File: src/rtl/node_pkg.sv
// Package: shared constants for the addressed bus node.
// Assumes the two-bit data field is fixed by the word format.
package node_pkg;
    localparam int DATA_W  = 2;   // data bits per word
    localparam int RPLY_W  = 3;   // reply slots: D0, D1, parity
    localparam int TAIL_W  = 5;   // parity, request, D0, D1, data parity

    // Request bit encoding
    typedef enum logic {
        REQ_READ  = 1'b0,
        REQ_WRITE = 1'b1
    } req_e;
endpackage

File: src/rtl/run_sync_det.sv
// Module: run_sync_det
// Counts consecutive one bits and flags a sync when a zero ends a run of
// at least RUN_MIN ones. The flag is combinational on the strobe cycle.
// Assumes bit_stb is a single-cycle pulse per line bit.
module run_sync_det #(
    parameter int RUN_MIN = 8
) (
    input  logic clk,
    input  logic rst_n,
    input  logic bit_stb,
    input  logic bit_val,
    output logic sync_hit
);
    localparam int CNT_W = $clog2(RUN_MIN + 1);

    logic [CNT_W-1:0] run_q;

    // Saturating count of consecutive ones, cleared by a zero
    always_ff @(posedge clk) begin
        if (!rst_n) begin
            run_q <= '0;
        end else if (bit_stb) begin
            if (!bit_val)
                run_q <= '0;
            else if (run_q != CNT_W'(RUN_MIN))
                run_q <= run_q + 1'b1;
        end
    end

    // Sync marker: a zero strobed after a long enough run
    always_comb begin
        sync_hit = bit_stb && !bit_val && (run_q >= CNT_W'(RUN_MIN));
    end
endmodule

File: src/rtl/word_framer.sv
// Module: word_framer
// Holds word alignment and collects bits of the current word.
// A sync restarts framing at slot 0; words then run back to back.
// Assumes sync_hit comes from the same strobe as bit_val.
module word_framer #(
    parameter int WORD_LEN = 10
) (
    input  logic                        clk,
    input  logic                        rst_n,
    input  logic                        bit_stb,
    input  logic                        bit_val,
    input  logic                        sync_hit,
    output logic                        locked,
    output logic                        cap,
    output logic [$clog2(WORD_LEN)-1:0] slot,
    output logic [WORD_LEN-1:0]         field
);
    localparam int IDX_W = $clog2(WORD_LEN);
    localparam logic [IDX_W-1:0] LAST = IDX_W'(WORD_LEN - 1);

    // A framed bit is any strobe while aligned that is not a sync marker
    always_comb begin
        cap = bit_stb && locked && !sync_hit;
    end

    // Alignment, slot counter and bit capture
    always_ff @(posedge clk) begin
        if (!rst_n) begin
            locked <= 1'b0;
            slot   <= '0;
            field  <= '0;
        end else if (sync_hit) begin
            locked <= 1'b1;
            slot   <= '0;
        end else if (cap) begin
            field[slot] <= bit_val;
            slot        <= (slot == LAST) ? '0 : slot + 1'b1;
        end
    end
endmodule

File: src/rtl/node_ctrl.sv
// Module: node_ctrl
// Decodes framed words: address match, parity checks, fault flag,
// output latch update and reply generation onto the pull-down enable.
// Assumes the field register already holds earlier bits of the word
// when cap strobes a later slot.
module node_ctrl #(
    parameter int ADDR_W = 5
) (
    input  logic                              clk,
    input  logic                              rst_n,
    input  logic                              cap,
    input  logic                              sync_hit,
    input  logic                              bit_val,
    input  logic [$clog2(ADDR_W+5)-1:0]       slot,
    input  logic [ADDR_W+4:0]                 field,
    input  logic [ADDR_W-1:0]                 node_addr,
    input  logic [node_pkg::DATA_W-1:0]       stat_in,
    output logic [node_pkg::DATA_W-1:0]       ctl_out,
    output logic                              pull_dn,
    output logic                              fault
);
    import node_pkg::*;

    localparam int WORD_LEN = ADDR_W + TAIL_W;
    localparam int IDX_W    = $clog2(WORD_LEN);
    localparam int APAR_POS = ADDR_W;
    localparam int REQ_POS  = ADDR_W + 1;
    localparam int D0_POS   = ADDR_W + 2;
    localparam int D1_POS   = ADDR_W + 3;
    localparam int LAST_POS = WORD_LEN - 1;

    logic              addr_hit;
    logic              apar_ok;
    logic              dpar_ok;
    logic              is_write;
    logic [RPLY_W-1:0] rsp_bits;
    logic              rsp_on;
    logic [IDX_W-1:0]  rel;

    // Field decode for the word in progress
    always_comb begin
        addr_hit = (field[ADDR_W-1:0] == node_addr);
        apar_ok  = !(^field[APAR_POS:0]);
        dpar_ok  = !(field[D0_POS] ^ field[D1_POS] ^ bit_val);
        is_write = (field[REQ_POS] == REQ_WRITE);
    end

    // Reply state, fault flag and output latches
    always_ff @(posedge clk) begin
        if (!rst_n) begin
            rsp_on   <= 1'b0;
            rsp_bits <= '1;
            fault    <= 1'b0;
            ctl_out  <= '0;
        end else if (sync_hit) begin
            rsp_on <= 1'b0;
        end else if (cap) begin
            if (slot == IDX_W'(REQ_POS) && addr_hit) begin
                if (!apar_ok)
                    fault <= 1'b1;
                if (bit_val == REQ_READ) begin
                    rsp_on <= 1'b1;
                    if (fault || !apar_ok)
                        rsp_bits <= '1;
                    else
                        rsp_bits <= {stat_in[0] ^ stat_in[1], stat_in[1], stat_in[0]};
                end
            end
            if (slot == IDX_W'(LAST_POS)) begin
                rsp_on <= 1'b0;
                if (addr_hit && apar_ok) begin
                    if (!is_write)
                        fault <= 1'b0;
                    else if (!fault) begin
                        if (dpar_ok)
                            ctl_out <= {field[D1_POS], field[D0_POS]};
                        else
                            fault <= 1'b1;
                    end
                end
            end
        end
    end

    // Pull the line low in a reply slot that carries a zero
    always_comb begin
        rel     = slot - IDX_W'(D0_POS);
        pull_dn = 1'b0;
        if (rsp_on && rel < IDX_W'(RPLY_W))
            pull_dn = !rsp_bits[rel[1:0]];
    end
endmodule

File: src/rtl/serial_status_node.sv
// Module: serial_status_node
// Top of the bus node: sync detector, word framer and word controller.
// Assumes bit strobes are single cycles with at least one idle cycle
// between them and node_addr is static.
module serial_status_node #(
    parameter int ADDR_W  = 5,
    parameter int RUN_MIN = 8
) (
    input  logic                        clk,
    input  logic                        rst_n,
    input  logic                        bit_stb,
    input  logic                        bit_val,
    input  logic [ADDR_W-1:0]           node_addr,
    input  logic [node_pkg::DATA_W-1:0] stat_in,
    output logic [node_pkg::DATA_W-1:0] ctl_out,
    output logic                        pull_dn
);
    localparam int WORD_LEN = ADDR_W + node_pkg::TAIL_W;
    localparam int IDX_W    = $clog2(WORD_LEN);

    logic                sync_hit;
    logic                locked;
    logic                cap;
    logic [IDX_W-1:0]    slot;
    logic [WORD_LEN-1:0] field;
    logic                fault_q;

    run_sync_det #(.RUN_MIN(RUN_MIN)) i_sync (
        .clk      (clk),
        .rst_n    (rst_n),
        .bit_stb  (bit_stb),
        .bit_val  (bit_val),
        .sync_hit (sync_hit)
    );

    word_framer #(.WORD_LEN(WORD_LEN)) i_frame (
        .clk      (clk),
        .rst_n    (rst_n),
        .bit_stb  (bit_stb),
        .bit_val  (bit_val),
        .sync_hit (sync_hit),
        .locked   (locked),
        .cap      (cap),
        .slot     (slot),
        .field    (field)
    );

    node_ctrl #(.ADDR_W(ADDR_W)) i_ctrl (
        .clk       (clk),
        .rst_n     (rst_n),
        .cap       (cap),
        .sync_hit  (sync_hit),
        .bit_val   (bit_val),
        .slot      (slot),
        .field     (field),
        .node_addr (node_addr),
        .stat_in   (stat_in),
        .ctl_out   (ctl_out),
        .pull_dn   (pull_dn),
        .fault     (fault_q)
    );
endmodule

File: config.mk
export PLATFORM = sky130hd
export DESIGN_NAME = serial_status_node
export DESIGN_NICKNAME = d
export VERILOG_FILES = /design/src/rtl/node_pkg.sv /design/src/rtl/run_sync_det.sv /design/src/rtl/word_framer.sv /design/src/rtl/node_ctrl.sv /design/src/rtl/serial_status_node.sv
export SDC_FILE = /design/constraint.sdc
export NUM_CORES = 1
export LEC_CHECK = 0
export BUFFER_PORTS_ARGS = -buffer_cell sky130_fd_sc_hd__buf_2
export CAP_MARGIN = 40
export CELL_PAD_IN_SITES_DETAIL_PLACEMENT = 0
export CELL_PAD_IN_SITES_GLOBAL_PLACEMENT = 1
export CORE_MARGIN = 2
export CORE_UTILIZATION = 35
export DETAILED_ROUTE_END_ITERATION = 12
export PLACE_DENSITY_LB_ADDON = 0.12
export SLEW_MARGIN = 15
export SYNTH_ARGS = -nofsm -noshare
export SYNTH_HDL_FRONTEND = slang
export SYNTH_HIERARCHICAL = 1
export SYNTH_SLANG_ARGS = --single-unit
export TNS_END_PERCENT = 50
File: constraint.sdc
create_clock -name clk -period 3.6 [get_ports clk]
set_clock_uncertainty 0.15 [all_clocks]
set_input_delay 0.18 -clock clk [delete_from_list [all_inputs] [get_ports clk]]
set_output_delay 0.18 -clock clk [all_outputs]
set_load 0.02 [all_outputs]
==> results of run 1 <==
## worst max-delay path by stage
stage,endpoint,depth (start not counted)
finish,pull_dn,6
global route,pull_dn,6
CTS,pull_dn,6
detailed placement,i_ctrl/rsp_bits[2]$_SDFFE_PN1P_,7
global placement,i_ctrl/rsp_bits[2]$_SDFFE_PN1P_,7
floorplan,i_ctrl/rsp_bits[0]$_SDFFE_PN1P_,6
## per-stage QoR
step / area (sq um) / setup slack, ps / hold slack, ps / instances
floorplan: 1460 / 1660 / 138 / 156
global placement: 1570 / 1440 / 296 / 216
detailed placement: 1570 / 1340 / 305 / 216
CTS: 1610 / 1300 / 9.14 / 220
global route: 1610 / 1140 / 45.2 / 220
finish: 1610 / 1360 / 13.0 / 220
## worst min-delay path: stages
cell	delay, ps
buf_2	110
inv_1	40
a31oi_1	60
## layout by cell type, fill, tap and decap left out, drive strengths merged, types with 5 or more instances in the layout
cell type	instances
dfxtp	25
nand2	18
buf	13
mux2i	12
inv	9
nand3	8
xor2	7
xnor2	7
nor3b	7
nand4	6
nor2	5
ha	5
## flip-flops by register name, indices dropped and copies added (netlist names)
register,cells
i_frame/locked,1
i_frame/field,9
i_ctrl/fault,1
i_ctrl/rsp_bits,3
i_frame/slot,4
i_ctrl/rsp_on,1
i_sync/run_q,4
i_ctrl/ctl_out,2
## final cells by class
class / instances / area, sq um / area share
Multi-Input combinational cell: 119 / 905 / 0.561
Tap cell: 50 / 62.6 / 0.0388
Clock buffer: 3 / 41.3 / 0.0256
Inverter: 9 / 33.8 / 0.0209
Sequential cell: 25 / 500 / 0.310
Timing Repair Buffer: 13 / 65.1 / 0.0403
Clock inverter: 1 / 5.00 / 0.00310
## where the power goes
| part | internal, mW | switching, mW |
|---|---|---|
| registers | 0.277 | 0.000992 |
| clock network | 0.0774 | 0.0913 |
| logic | 0.0112 | 0.0193 |
| total | 0.366 | 0.112 |
## per-layer routing
layer,part of all wire,GRT usage
met2,0.47,0.244
met3,0.022,0.0197
met4,0.0058,0.0525
met5,0,0
met1,0.50,0.207
==> summary.txt, run 1 <==
status: finished clean
total number of vias: 1137
pins over their slew limit: 0
Least-Margin Pin Slew: 441 ps
Die X: 68.5 microns
Worst Hold Class: in2reg
Tot Pwr: 478 uW
max-cap viol count: 0
GRT Util Overall: 0.152
H-Tree Depth: 1
share of layout cells above drive strength 1: 0.147
R2R Setup Slk: 1410 ps
Worst-Skew Late Latency: 270 ps
first-pass GRT wire length: 5260 microns
antenna viol nets, final: 0
crit-path cells: inv_1, ha_1, mux2i_1, nor2_1, nor3_1, buf_2
peak supply drop: 110 uV
Rel. slew slack: 0.706
Mapped Cells: 156
Final nets: 187
final core occ: 0.403
# rows: 23
routability cong.: 0.764
largest net degree at the start of global routing: 26
final setup vio count: 0
Max Root-Sink Buffers: 2
CTS hold repair buffers: 0
Tmin final: 2240 ps
# resized after CTS: 0
HPWL after detailed placement: 2370 microns
CP max-delay cell: dfxtp_1
Avg WL per Cell: 14.1 microns
TritonRoute pass-1 iters: 4
static leakage power: 0.690 nW
Hold Crit Depth: 3
Critical path origin: i_frame/slot[0]$_SDFFE_PP0P_
# clock sinks: 25
Avg Cell Area, Syn: 9.33 sq um
overall routed net length: 3110 microns
Sum Neg Setup Slack: 0 ps
CTS tree: yes
synthesized area: 0.00146 sq mm
unrepaired setup endpoints after global routing: no
hold path startpoint: stat_in[1]
CP peak stage delay: 500 ps
residual DRC count: 0
Initial Utilization: 0.364
Vias per Instance: 5.17
I/O pin cnt: 14
syn nets: 172
postcts setup bufs: 0
CP Launch Type: flop
Worst Path Arrival: 1910 ps
filler cell count in the final layout: 420
initial antenna violation count: 0
die area: 0.00469 sq mm
fin crit share: 0.621
hold path endpoint: i_ctrl/rsp_bits[1]$_SDFFE_PN1P_
total gr overflow: 0
WP data required: 3270 ps
Ys Warns: 6
P&R area growth vs syn: 10.8%
r2r startpoint: i_sync/run_q[3]$_SDFFE_PN0P_
critical path endpoint category: output pin
CORE AREA: 0.00400 sq mm
CP top delay family: flip-flops
Clock transition at path regs: 90 ps
endpoints failing hold: 0
vias in the first global route: 1087
initial drt markers: 36
reg2reg end: i_ctrl/rsp_bits[2]$_SDFFE_PN1P_
R2R depth: 6
# port buffers: 13
Root Buffer: clkbuf_8
worst path bufs/invs: 2
Max FO, Critical Path: 8
FMAX: 447 MHz
PwrDens: 296 mW/mm^2
Die Y: 68.5 microns
CTS Buf Count: 3
antenna diode count: 0
critical path class: reg2out
No activity file was read; power rests on OpenSTA's default activity.
==> inputs of run 2 (changes only) <==
- ABC_AREA: default -> 1
- clock period: 3.6 -> 1.93 ns (I/O delays scaled with it)
==> run 2 against run 1 <==
  * Combinational power rose to 2.6 times the previous value
  * Critical path depth unchanged
  * Largest cell class unchanged
  * Critical path type unchanged
  * Sequential cell count unchanged
  * Clock power up 89%
  * Critical endpoint unchanged
  * Largest power group unchanged
  * Wire length up 30%
==> summary.txt, run 2 <==
HPWL after detailed placement: 3130 microns (+32%)
Die Y: 74.0 microns (+8.0%)
residual DRC count: 0 (unchanged)
synthesized area: 0.00171 sq mm (+18%)
most frequent cells in the layout: nand2_1 (69), nor2_1 (44), inv_1 (26), dfxtp_1 (23), nand3_1 (21)
Avg WL per Cell: 11.0 microns (-22%)
H-Tree Depth: 1 (unchanged)
commonest non-fill, non-tap cell in the layout: nand2_1
Initial Utilization: 0.363 (-0.000865)
overall routed net length: 4040 microns (+30%)
CTS tree: yes
pins over their slew limit: 0 (unchanged)
GRT Util Overall: 0.167 (+0.0152)
Worst Path Arrival: 1520 ps (-390 ps)
P&R area growth vs syn: 18.8%
I/O pin cnt: 14 (unchanged)
final setup vio count: 0 (unchanged)
Avg Cell Area, Syn: 6.30 sq um (-32%)
critical path endpoint category: output pin
Vias per Instance: 4.59 (-11%)
largest net degree at the start of global routing: 20 (-23%)
initial antenna violation count: 0 (unchanged)
initial drt markers: 61 (+69%)
peak supply drop: 236 uV (+110%)
syn nets: 288 (+67%)
Tmin final: 1770 ps
max-cap viol count: 0 (unchanged)
number of flip-flops under the largest register name: 9 (unchanged)
Rel. slew slack: 0.786 (+0.0801)
Least-Margin Pin Slew: 319 ps (-122 ps)
total gr overflow: 0 (unchanged)
antenna viol nets, final: 0 (unchanged)
total number of vias: 1685 (+48%)
endpoints failing hold: 0 (unchanged)
first-pass GRT wire length: 7180 microns (+37%)
CORE AREA: 0.00472 sq mm (+18%)
critical path class: reg2out
Die X: 74.0 microns (+8.0%)
routability cong.: 0.773 (+1.2%)
vias in the first global route: 1607 (+48%)
Max Root-Sink Buffers: 2 (unchanged)
share of layout cells above drive strength 1: 0.213 (+0.0663)
Root Buffer: clkbuf_8
CP peak stage delay: 330 ps (-170 ps)
static leakage power: 0.859 nW (+25%)
CP Launch Type: flop
Final nets: 317 (+70%)
# port buffers: 13 (unchanged)
Worst Hold Class: in2reg
status: finished clean
# rows: 25 (+8.7%)
# clock sinks: 25 (unchanged)
PwrDens: 451 mW/mm^2 (+52%)
die area: 0.00547 sq mm (+17%)
hold slack: 18.0 ps (+5.03 ps)
TritonRoute pass-1 iters: 4 (unchanged)
CP max-delay cell: dfxtp_2
top flop regs: i_frame/field x9, i_frame/slot x4, i_sync/run_q x4
CTS Buf Count: 3 (unchanged)
crit-path cells: buf_6, ha_1, nand2_1, nand3_1, nor4b_2, buf_4
Reg with most FFs: i_frame/field
Worst-Skew Late Latency: 270 ps (about the same)
WP data required: 1680 ps (-1590 ps)
Sum Neg Setup Slack: 0 ps (unchanged)
Max FO, Critical Path: 4 (-4)
antenna diode count: 0 (unchanged)
Clock transition at path regs: 100 ps (about the same)
FMAX: 565 MHz
unrepaired setup endpoints after global routing: no
R2R Setup Slk: 280 ps (-1130 ps)
Ys Warns: 6 (unchanged)
Mapped Cells: 272 (+74%)
fin crit share: 0.916
run 2: routing by layer:
metal | vias to the layer above | wire (microns) | global-route usage
met4 | 0 | 29 | 0.0525
met5 | - | 0 | 0
met2 | 18 | 1900 | 0.280
li1 | 919 | - | -
met1 | 746 | 2050 | 0.227
met3 | 2 | 61 | 0.0163
run 2: per-stage QoR:
step | power [mW] | cells | setup WS [ps] | utilization | instance area (sq um)
after floorplan | 0.575 | 272 | 35.5 | - | 1720
after global placement | 0.607 | 358 | 342 | 0.407 | 1920
after detailed placement | 0.607 | 358 | 343 | 0.407 | 1920
after CTS | 0.936 | 365 | 52.3 | 0.423 | 2000
after global routing | 0.963 | 367 | 6.49 | 0.431 | 2040
final | 0.919 | 367 | 161 | 0.431 | 2040
run 2: layout make-up:
cell class	instances	area, sq um
clock buffer	3	41.3
tap	67	83.8
multi-input combinational	207	1080
inverter	37	139
clock inverter	1	5.00
sequential	25	503
timing repair buffer	27	184
fill	509	2690
run 2: timing repair:
action,CTS,global route
buffers inserted,0,2
setup endpoints to repair,0,1
gates resized for setup,0,6
hold buffers,3,0
hold endpoints to repair,8,0
run 2: path summary, 6_finish.rpt:
path                           startpoint                        endpoint  cells past startpoint
max          i_frame/slot[0]$_SDFFE_PP0P_                         pull_dn                      6
min reg2reg    i_ctrl/rsp_on$_SDFFE_PP0P_      i_ctrl/rsp_on$_SDFFE_PP0P_                      2
max reg2reg  i_frame/slot[0]$_SDFFE_PP0P_  i_ctrl/ctl_out[0]$_SDFFE_PN0P_                     10
min                               bit_stb    i_sync/run_q[2]$_SDFFE_PN0P_                      3
run 2: where the power goes:
part | switching [mW] | internal (mW)
registers | 0.00193 | 0.517
logic | 0.0474 | 0.0325
clock network | 0.176 | 0.145
run 2: worst max-delay path, delay by kind of cell (launching register included):
kind                     cells  cell delay (ps)
AND/OR/NAND/NOR              3              430
flip-flops                   1              330
buffers and inverters        2              300
adder cells (fa/ha/maj)      1              190
==> inputs of run 3 (changes only) <==
- CORE_ASPECT_RATIO: default -> 2
==> run 3 against run 2 <==
  * Sequential share of layout area rose by 0.67 points
  * Total power rose by 0.79%
  * Non-clock buffer count fell by 4
  * Largest power group unchanged
==> summary.txt, run 3 (synthesis results as in run 2) <==
status: finished clean
fin crit share: 0.951 (+0.0350)
HPWL after detailed placement: 3080 microns (-1.6%)
initial antenna violation count: 0 (unchanged)
commonest non-fill, non-tap cell in the layout: nand2_1
final setup vio count: 0 (unchanged)
R2R depth: 12 (+2)
Max Root-Sink Buffers: 2 (unchanged)
overall routed net length: 3900 microns (-3.4%)
DP Cell Count: 345 (-3.6%)
Reg with most FFs: i_frame/field
vias in the first global route: 1545 (-3.9%)
Least-Margin Pin Slew: 314 ps (-5.34 ps)
Max FO, Critical Path: 4 (unchanged)
number of flip-flops under the largest register name: 9 (unchanged)
R2R Setup Slk: 190 ps (-90 ps)
Root Buffer: clkbuf_8
unrepaired setup endpoints after global routing: no
Die Y: 103 microns (+39%)
antenna diode count: 0 (unchanged)
hold slack: 17.2 ps (-0.803 ps)
Die X: 53.5 microns (-28%)
r2r startpoint: i_sync/run_q[3]$_SDFFE_PN0P_
crit-path cells: buf_6, ha_1, nand2_1, nand3_2, nor4b_4, buf_4
I/O pin cnt: 14 (unchanged)
crit path to: pull_dn
PwrDens: 463 mW/mm^2 (+2.5%)
critical path endpoint category: output pin
CP max-delay cell: dfxtp_2
CTS tree: yes
first-pass GRT wire length: 6490 microns (-9.7%)
total gr overflow: 0 (unchanged)
top flop regs: i_frame/field x9, i_frame/slot x4, i_sync/run_q x4
CTS Buf Count: 3 (unchanged)
most frequent cells in the layout: nand2_1 (69), nor2_1 (44), inv_1 (26), dfxtp_1 (21), nand3_1 (20)
reg2reg end: i_ctrl/ctl_out[0]$_SDFFE_PN0P_
routability cong.: 0.782 (+1.2%)
CP peak stage delay: 340 ps (about the same)
FMAX: 545 MHz (-3.7%)
number of standard cells in the final layout excluding fillers: 353 (-3.8%)
Worst Path Arrival: 1590 ps (+70 ps)
die area: 0.00551 sq mm (+0.63%)
P&R area growth vs syn: 16.8%
TritonRoute pass-1 iters: 4 (unchanged)
CORE AREA: 0.00477 sq mm (+1.1%)
CP Launch Type: flop
max-cap viol count: 0 (unchanged)
peak supply drop: 376 uV (+60%)
# port buffers: 13 (unchanged)
Vias per Instance: 4.78 (+4.1%)
GRT Util Overall: 0.156 (-0.0107)
total number of vias: 1687 (+0.12%)
critical path class: reg2out
Critical path origin: i_frame/slot[0]$_SDFFE_PP0P_
# clock sinks: 25 (unchanged)
antenna viol nets, final: 0 (unchanged)
share of layout cells above drive strength 1: 0.209 (-0.00387)
Worst Hold Class: in2reg
Initial Utilization: 0.359 (-0.00390)
Final nets: 313 (-1.3%)
Clock transition at path regs: 100 ps (about the same)
Avg WL per Cell: 11.1 microns (+0.41%)
WP data required: 1680 ps (about the same)
largest net degree at the start of global routing: 20 (unchanged)
pins over their slew limit: 0 (unchanged)
Tmin final: 1840 ps (+67.5 ps)
Sum Neg Setup Slack: 0 ps (unchanged)
static leakage power: 0.835 nW (-2.8%)
H-Tree Depth: 1 (unchanged)
# rows: 36 (+44%)
endpoints failing hold: 0 (unchanged)
Worst-Skew Late Latency: 270 ps (about the same)
Rel. slew slack: 0.789 (+0.00358)
initial drt markers: 43 (-30%)
residual DRC count: 0 (unchanged)
Tot Pwr: 926 uW (+0.79%)
Hold Crit Depth: 3 (unchanged)
-- run 3: cell type report --
class,count,area [sq um]
clock buffer,3,41.3
inverter,37,139
sequential,25,508
timing repair buffer,23,154
tap,57,71.3
multi-input combinational,207,1080
clock inverter,1,7.51
fill,543,2770
-- run 3: worst min-delay path by stage --
| stage | to | slack (ps) | startpoint |
|---|---|---|---|
| after floorplan | i_sync/run_q[2]$_SDFFE_PN0P_ | 70 | rst_n |
| after global placement | i_frame/locked$_SDFFE_PN0P_ | 220 | rst_n |
| after detailed placement | i_ctrl/rsp_bits[0]$_SDFFE_PN1P_ | 230 | stat_in[0] |
| after CTS | i_sync/run_q[2]$_SDFFE_PN0P_ | 10 | bit_stb |
| after global routing | i_sync/run_q[2]$_SDFFE_PN0P_ | 30 | bit_stb |
| final | i_sync/run_q[2]$_SDFFE_PN0P_ | 20 | bit_stb |
-- run 3: repair_timing --
item                       4_1_cts  5_1_grt
resized for setup                4        6
hold buffers                     3        0
pin swaps                        3        1
setup endpoints to repair        1        1
buffers inserted                 1        0
hold endpoints to repair         3        0
-- run 3: layer usage --
layer  part of all wire  global-route usage  wire length (microns)
met5                  0                   0                      0
met3              0.018              0.0188                     69
met4              0.012              0.0493                     46
met1               0.45               0.186                   1740
met2               0.52               0.280                   2040
-- run 3: power by group --
part | total (mW) | switching, mW | leakage (nW) | internal, mW
Sequential | 0.518 | 0.00222 | 0.204 | 0.516
Combinational | 0.0780 | 0.0467 | 0.609 | 0.0312
Clock | 0.330 | 0.184 | 0.0217 | 0.147
-- run 3: worst max-delay path: cells and delay by family, from the launching register on --
kind / cells / cell delay (ps)
flops: 1 / 340
simple gates: 3 / 500
fa+ha+maj: 1 / 190
buf+inv: 2 / 300
-- run 3: stage by stage --
stage,area [sq um],util,setup slack [ps]
3_3_place_gp,1890,0.395,231
2_1_floorplan,1720,-,35.5
4_1_cts,1980,0.415,1.52
6_report,2000,0.419,93.8
3_5_place_dp,1890,0.395,227
5_1_grt,2000,0.419,14.1
